### config.mk
export PLATFORM = sky130hd
export DESIGN_NAME = calendar_core
export DESIGN_NICKNAME = d
export VERILOG_FILES = /design/src/rtl/calendar_pkg.sv /design/src/rtl/calendar_ctrl.sv /design/src/rtl/calendar_datapath.sv /design/src/rtl/calendar_core.sv
export SDC_FILE = /design/constraint.sdc
export NUM_CORES = 1
export LEC_CHECK = 0
export BUFFER_PORTS_ARGS = -buffer_cell sky130_fd_sc_hd__buf_2
export CORE_MARGIN = 2
export CORE_UTILIZATION = 50
export DETAILED_ROUTE_END_ITERATION = 8
export PLACE_DENSITY = 0.78
export REMOVE_ABC_BUFFERS = 1
export SLEW_MARGIN = 20
export SYNTH_ARGS = -nofsm -noshare
export SYNTH_HDL_FRONTEND = slang
export SYNTH_SLANG_ARGS = --single-unit
### constraint.sdc
create_clock -name clk -period 4.7 [get_ports clk]
set_input_delay 0.47 -clock clk [delete_from_list [all_inputs] [get_ports clk]]
set_output_delay 0.47 -clock clk [all_outputs]
set_load 0.02 [all_outputs]
### src/rtl/calendar_pkg.sv
package calendar_pkg;

  localparam int NUM_FIELDS = 7;
  localparam int ADDR_CTRL  = 0;
  localparam int ADDR_SEC   = 3;   // fields follow in order sec..year
  localparam int ADDR_MIN   = 4;
  localparam int CTRL_TWELVE_BIT = 3;
  localparam int CTRL_SWRST_BIT  = 4;
  localparam int CTRL_STOP_BIT   = 5;

  typedef struct packed {
    logic [7:0] year;
    logic [4:0] mon;
    logic [2:0] wday;
    logic [5:0] date;
    logic [5:0] hour;
    logic [6:0] min;
    logic [6:0] sec;
  } calTimeT;

  localparam calTimeT RESET_TIME = '{year: 8'h00, mon: 5'h01, wday: 3'h0,
                                     date: 6'h01, hour: 6'h00, min: 7'h00,
                                     sec: 7'h00};

  typedef struct packed {
    logic                  advance;
    logic                  swReset;
    logic                  flagSet;
    logic [NUM_FIELDS-1:0] fieldWr;
  } calStrobeT;

  function automatic logic [7:0] bcdInc(input logic [7:0] v);
    if (v == 8'h99) return 8'h00;
    if (v[3:0] == 4'd9) return {v[7:4] + 4'd1, 4'd0};
    return {v[7:4], v[3:0] + 4'd1};
  endfunction

  function automatic logic [6:0] bcdToBin(input logic [7:0] v);
    return {3'b000, v[7:4]} * 7'd10 + {3'b000, v[3:0]};
  endfunction

  function automatic logic [7:0] binToBcd(input logic [6:0] b);
    logic [6:0] tens;
    logic [6:0] ones;
    tens = b / 7'd10;
    ones = b % 7'd10;
    return {tens[3:0], ones[3:0]};
  endfunction

  function automatic logic [7:0] daysInMonth(input logic [4:0] mon, input logic [7:0] year);
    logic [6:0] yBin;
    yBin = bcdToBin(year);
    if (mon == 5'h02) return (yBin[1:0] == 2'b00) ? 8'h29 : 8'h28;
    if (mon == 5'h04 || mon == 5'h06 || mon == 5'h09 || mon == 5'h11) return 8'h30;
    return 8'h31;
  endfunction

  function automatic logic [7:0] hour24To12(input logic [5:0] h);
    logic [6:0] hb;
    logic [6:0] h12;
    logic [7:0] t;
    hb  = bcdToBin({2'b00, h});
    h12 = hb % 7'd12;
    if (h12 == 7'd0) h12 = 7'd12;
    t = binToBcd(h12);
    return {2'b00, (hb >= 7'd12), t[4:0]};
  endfunction

  function automatic logic [5:0] hour12To24(input logic [7:0] d);
    logic [6:0] hb;
    logic [6:0] h;
    logic [7:0] t;
    hb = bcdToBin({3'b000, d[4:0]});
    if (d[5]) h = (hb == 7'd12) ? 7'd12 : hb + 7'd12;
    else      h = (hb == 7'd12) ? 7'd0  : hb;
    t = binToBcd(h);
    return t[5:0];
  endfunction

endpackage

### src/rtl/calendar_ctrl.sv
module calendar_ctrl
  import calendar_pkg::*;
#(
  parameter int ADDR_W = 4
) (
  input  logic              clk,
  input  logic              rstN,
  input  logic              wrEn,
  input  logic [ADDR_W-1:0] regAddr,
  input  logic [7:0]        wrData,
  input  logic              tickSec,
  input  logic              oscFail,
  output calStrobeT         st,
  output logic              twelveMode,
  output logic              stopBit,
  output logic [7:0]        ctrlRd
);

  logic ctrlWr;
  logic [NUM_FIELDS-1:0] fieldWr;

  assign ctrlWr = wrEn && (regAddr == ADDR_W'(ADDR_CTRL));

  for (genvar i = 0; i < NUM_FIELDS; i++) begin : g_fieldDecode
    assign fieldWr[i] = wrEn && (regAddr == ADDR_W'(ADDR_SEC + i));
  end

  always_ff @(posedge clk or negedge rstN) begin
    if (!rstN) begin
      twelveMode <= 1'b0;
      stopBit    <= 1'b0;
    end else if (ctrlWr) begin
      if (wrData[CTRL_SWRST_BIT]) begin
        twelveMode <= 1'b0;
        stopBit    <= 1'b0;
      end else begin
        twelveMode <= wrData[CTRL_TWELVE_BIT];
        stopBit    <= wrData[CTRL_STOP_BIT];
      end
    end
  end

  always_comb begin
    st.fieldWr = fieldWr;
    st.swReset = ctrlWr && wrData[CTRL_SWRST_BIT];
    st.flagSet = oscFail || st.swReset;
    st.advance = tickSec && !stopBit && !(|fieldWr) && !st.swReset;
  end

  always_comb begin
    ctrlRd = 8'h00;
    ctrlRd[CTRL_TWELVE_BIT] = twelveMode;
    ctrlRd[CTRL_STOP_BIT]   = stopBit;
  end

endmodule

### src/rtl/calendar_datapath.sv
module calendar_datapath
  import calendar_pkg::*;
#(
  parameter int ADDR_W = 4
) (
  input  logic              clk,
  input  logic              rstN,
  input  calStrobeT         st,
  input  logic [7:0]        wrData,
  input  logic              twelveMode,
  input  logic [ADDR_W-1:0] regAddr,
  output calTimeT           timeNow,
  output logic              oscFlag,
  output logic [7:0]        fieldRd
);

  calTimeT    nxt;
  logic       flagNxt;
  logic [7:0] secInc, minInc, hourInc, dateInc, monInc, yearInc, dimBcd;
  logic       secWrap, minWrap, hourWrap, dateWrap, monWrap;

  assign secInc  = bcdInc({1'b0, timeNow.sec});
  assign minInc  = bcdInc({1'b0, timeNow.min});
  assign hourInc = bcdInc({2'b00, timeNow.hour});
  assign dateInc = bcdInc({2'b00, timeNow.date});
  assign monInc  = bcdInc({3'b000, timeNow.mon});
  assign yearInc = bcdInc(timeNow.year);
  assign dimBcd  = daysInMonth(timeNow.mon, timeNow.year);

  assign secWrap  = (timeNow.sec == 7'h59);
  assign minWrap  = (timeNow.min == 7'h59);
  assign hourWrap = (timeNow.hour == 6'h23);
  assign dateWrap = ({2'b00, timeNow.date} == dimBcd);
  assign monWrap  = (timeNow.mon == 5'h12);

  always_comb begin
    nxt = timeNow;
    if (st.swReset) begin
      nxt = RESET_TIME;
    end else if (|st.fieldWr) begin
      if (st.fieldWr[0]) nxt.sec  = wrData[6:0];
      if (st.fieldWr[1]) nxt.min  = wrData[6:0];
      if (st.fieldWr[2]) nxt.hour = twelveMode ? hour12To24(wrData) : wrData[5:0];
      if (st.fieldWr[3]) nxt.date = wrData[5:0];
      if (st.fieldWr[4]) nxt.wday = wrData[2:0];
      if (st.fieldWr[5]) nxt.mon  = wrData[4:0];
      if (st.fieldWr[6]) nxt.year = wrData;
    end else if (st.advance) begin
      nxt.sec = secWrap ? 7'h00 : secInc[6:0];
      if (secWrap) begin
        nxt.min = minWrap ? 7'h00 : minInc[6:0];
        if (minWrap) begin
          nxt.hour = hourWrap ? 6'h00 : hourInc[5:0];
          if (hourWrap) begin
            nxt.wday = (timeNow.wday == 3'd6) ? 3'd0 : timeNow.wday + 3'd1;
            nxt.date = dateWrap ? 6'h01 : dateInc[5:0];
            if (dateWrap) begin
              nxt.mon = monWrap ? 5'h01 : monInc[4:0];
              if (monWrap) nxt.year = yearInc;
            end
          end
        end
      end
    end
  end

  always_comb begin
    flagNxt = oscFlag;
    if (st.flagSet)         flagNxt = 1'b1;
    else if (st.fieldWr[0]) flagNxt = wrData[7];
  end

  always_ff @(posedge clk or negedge rstN) begin
    if (!rstN) begin
      timeNow <= RESET_TIME;
      oscFlag <= 1'b1;
    end else begin
      timeNow <= nxt;
      oscFlag <= flagNxt;
    end
  end

  logic [7:0]        rdBytes [NUM_FIELDS];
  logic [ADDR_W-1:0] idx;
  logic              inRange;

  always_comb begin
    rdBytes[0] = {oscFlag, timeNow.sec};
    rdBytes[1] = {1'b0, timeNow.min};
    rdBytes[2] = twelveMode ? hour24To12(timeNow.hour) : {2'b00, timeNow.hour};
    rdBytes[3] = {2'b00, timeNow.date};
    rdBytes[4] = {5'b00000, timeNow.wday};
    rdBytes[5] = {3'b000, timeNow.mon};
    rdBytes[6] = timeNow.year;
  end

  assign idx     = regAddr - ADDR_W'(ADDR_SEC);
  assign inRange = (regAddr >= ADDR_W'(ADDR_SEC)) &&
                   (regAddr < ADDR_W'(ADDR_SEC + NUM_FIELDS));
  assign fieldRd = inRange ? rdBytes[idx[2:0]] : 8'h00;

endmodule

### src/rtl/calendar_core.sv
module calendar_core
  import calendar_pkg::*;
#(
  parameter int ADDR_W = 4
) (
  input  logic              clk,
  input  logic              rstN,
  input  logic              tickSec,
  input  logic              oscFail,
  input  logic              wrEn,
  input  logic [ADDR_W-1:0] regAddr,
  input  logic [7:0]        wrData,
  output logic [7:0]        rdData
);

  calStrobeT  st;
  calTimeT    timeNow;
  logic       twelveMode, stopBit, oscFlag;
  logic [7:0] ctrlRd, fieldRd;

  calendar_ctrl #(.ADDR_W(ADDR_W)) i_ctrl (
    .clk(clk), .rstN(rstN), .wrEn(wrEn), .regAddr(regAddr), .wrData(wrData),
    .tickSec(tickSec), .oscFail(oscFail), .st(st), .twelveMode(twelveMode),
    .stopBit(stopBit), .ctrlRd(ctrlRd)
  );

  calendar_datapath #(.ADDR_W(ADDR_W)) i_datapath (
    .clk(clk), .rstN(rstN), .st(st), .wrData(wrData), .twelveMode(twelveMode),
    .regAddr(regAddr), .timeNow(timeNow), .oscFlag(oscFlag), .fieldRd(fieldRd)
  );

  assign rdData = (regAddr == ADDR_W'(ADDR_CTRL)) ? ctrlRd : fieldRd;

endmodule

==> impl_metrics.py <==
metrics = {
    "run": {
        "maxCapViolations": 0,
    },
    "worst_setup_path": {
        "cp-end-kind": "flip-flop",
        "cp.required_ns": 4.92,
        "criticalPathCategory": "in -> reg",
        "critPathBufInv": 1,
        "cp_cell_sequence": "buf_2, ha_1, ha_1, xnor2_2, ha_1, or3b_1, nor3_1, o22a_2, ha_2, a211oi_1, or3_4, o21ai_4, ha_1, nand2_1, nand2_1, a2bb2oi_4, xnor2_1, ha_1, o22ai_1, mux2i_1, a21oi_2, nor3b_1, o32ai_2",
        "crit_family": "adder cells",
        "critPathSlowestCell": "or3b_1",
        "path_common_cell": "ha_1",
        "slowest_delay_ns": 0.38,
        "reg2reg_setup_slack_ns": 1.58,
        "crit_fanout": 7,
        "arrival_ns": 4.64,
        "start_kind": "input pin",
    },
    "drt": {
        "via_per_inst": 6.469,
        "detail_route.wl_per_cell_um": 17.99,
        "dr.pass1.iters": 5,
        "drc": 0,
        "drt_iter0_drc": 243,
        "drtAntennaViolNets": 0,
        "vias": 4942,
        "wirelength_mm": 13.75,
    },
    "power": {
        "p_leak_uw": 0.002236,
        "total_power_uw": 2314,
        "power_density_nw_per_um2": 437.1,
        "ir_drop_v": 0.0002496,
    },
    "finish": {
        "fillCellCount": 875,
        "num-nets-final": 687,
        "seq_area_um2": 1131,
        "drive_gt1_share_pct": 16.54,
        "multi_input_area_um2": 3488,
        "areaGrowthSynthToFinish_pct": 9.754,
        "final_cells": 764,
        "diodes": 0,
    },
    "synth": {
        "syn_inst": 609,
        "yosys.area.top_type_share_pct": 21.79,
        "syn-cell-area_um2": 4823,
        "synth-edff-count": 0,
        "ys_seq_area_share_pct": 23.42,
        "yosysTopAreaCell": "dfrtp_1",
        "synth.area.top_cells": "dfrtp_1 22%, ha_1 9.1%, o21ai_0 6.1%",
        "ys_seq_elements": 45,
        "syn_area_per_cell_um2": 7.920,
        "async_flop_share_pct": 100.0,
        "synth.distinct_cells": 93,
        "yosys_most_used_dff": "dfrtp_1",
        "yosysWarnings": 0,
    },
    "floorplan": {
        "start_util_pct": 51.95,
        "core_um2": 9284,
        "die_x_um": 102.2,
        "die_y_um": 102.2,
        "ios": 25,
        "die_area_um2": 10450,
        "rows": 35,
    },
    "sta": {
        "worst_slack_ns": 0.2842,
        "max_freq_mhz": 226.5,
        "tns_ns": 0,
        "final-hold-violation-count": 0,
        "timing.final.crit_share_pct": 93.95,
        "skew_ns": 0.01150,
        "rsz0062_at_grt": "no",
        "tightest_slew_ns": 1.091,
        "setup_violations": 0,
        "period_needed_ns": 4.416,
        "relSlewSlack_pct": 26.77,
        "drv_slew": 0,
    },
    "clocking": {
        "htree_levels": 2,
        "clock_path_buffers": 2,
        "cts_sinks": 45,
        "cts_tree": "built",
        "cts_buffers": 5,
        "clockRootBuffer": "clkbuf_8",
        "insertion_delay_ns": 0.32,
        "cts_hold_buf": 0,
        "post_cts_buffers": 0,
        "clk_pin_slew_ns": 0.09,
    },
    "grt": {
        "antenna_found_initial": 0,
        "grt.overflow.total": 0,
        "gr-usage-all-layers_pct": 27.38,
        "grt_first_pass_wirelength_mm": 22.66,
        "grt_max_degree": 46,
        "grt_pass1_vias": 4626,
    },
    "placement": {
        "place_hpwl_mm": 10.14,
        "numPortBuffers": 24,
        "dp.cells": 756,
        "pre_cts_slack_ns": -0.1773,
        "gp_congestion": 0.9427,
    },
    "run_status": {
        "status": "finished clean",
    },
    "min_path": {
        "hold_class": "in -> async",
    },
}
==> cells in the final DEF, fill, tap and decap left out, types with 6 or more instances in the layout <==
master / netlist / layout
a211oi_1: 6 / 6
a21oi_1: 38 / 38
a22o_1: 6 / 6
a31oi_1: 9 / 9
and3_1: 7 / 7
buf_2: 3 / 23
buf_4: 0 / 21
clkbuf_8: 0 / 6
dfrtp_1: 42 / 41
ha_1: 35 / 34
inv_1: 33 / 33
mux2i_1: 11 / 11
nand2_1: 57 / 57
nand3_1: 23 / 23
nor2_1: 69 / 68
nor2b_1: 8 / 8
nor3_1: 15 / 15
o21ai_0: 59 / 59
o21bai_1: 6 / 6
o31ai_1: 21 / 21
xnor2_1: 10 / 8
==> cell families after synthesis <==
kind of cell / synth area share (%)
simple gates: 23.24
compound gates: 31.31
buf+inv: 4.851
flops: 23.42
fa+ha+maj: 9.494
mux: 5.318
xor+xnor: 2.361
==> flip-flops by register name, indices dropped and copies added, names as in the netlist <==
register and cells:
i_ctrl.stopBit 1, i_datapath.oscFlag 1, i_datapath.timeNow 42, i_ctrl.twelveMode 1
==> metal layers <==
layer	part of all wire (%)	track usage (%)
met1	42	37.26
met2	47	44.13
met3	8.5	4.241
met4	2.3	10.26
met5	0	0
==> worst register-to-register path: stages, from the launching register on <==
cell	delay (ns)
dfrtp_1	0.48
ha_1	0.21
nand3b_1	0.15
nor3_1	0.39
nand4_1	0.28
nor3_1	0.41
nor2_1	0.17
a31o_2	0.33
a41oi_2	0.25
o21ai_0	0.13
a32o_1	0.22
==> synth_stat cells, drive strengths merged (4+ instances only) <==
library cell,instances
mux4,4
inv,33
nand3,24
nand2,57
nor3,15
and3,7
a21boi,4
o31ai,22
nand4,4
mux2,4
dfrtp,42
xnor2,10
nor3b,5
o21bai,6
o22ai,5
mux2i,11
or3,4
a31oi,9
nand2b,5
a21o,4
a31o,5
nor4,7
nand3b,4
buf,7
ha,35
nor2,70
a211oi,6
a21oi,41
a22o,6
o21ai,67
clkbuf,19
o211ai,4
nor2b,8
==> metrics by stage <==
step	cell area (µm²)	hold WS, ns	utilization [%]
global route	5294	0.2160	57.02
finish	5294	0.1604	57.02
global placement	5151	0.5357	55.49
detailed placement	5151	0.5410	55.49
floorplan	4713	0.1744	-
CTS	5268	0.3410	56.74
==> worst paths after layout <==
path / start / endpoint / cells after the start
max: wrData[1] / i_datapath.timeNow[18] / 23
min: rstN / i_datapath.timeNow[18] / 1
max reg2reg: i_datapath.timeNow[0] / i_datapath.timeNow[25] / 10
min reg2reg: i_datapath.oscFlag / i_datapath.oscFlag / 2
max in group asynchronous: rstN / i_datapath.timeNow[19] / 1
min in group clk: oscFail / i_datapath.oscFlag / 3
==> final cells by class <==
cell class,count,share of cell area (%)
Multi-Input combinational cell,505,65.89
Clock buffer,7,1.631
Inverter,33,2.340
Sequential cell,45,21.37
Tap cell,129,3.049
Clock inverter,1,0.5672
Timing Repair Buffer,44,5.152
==> where the power goes <==
group	switching (µW)	internal, µW
clock	150	174
combinational	692	550
sequential	233	515
==> timing repair <==
action,4_1_cts,5_1_grt
endpoints found under the hold margin,0,0
endpoints found under the setup margin,0,4
resized for setup,0,6
Note: power is estimated with default switching activity, not from simulation.
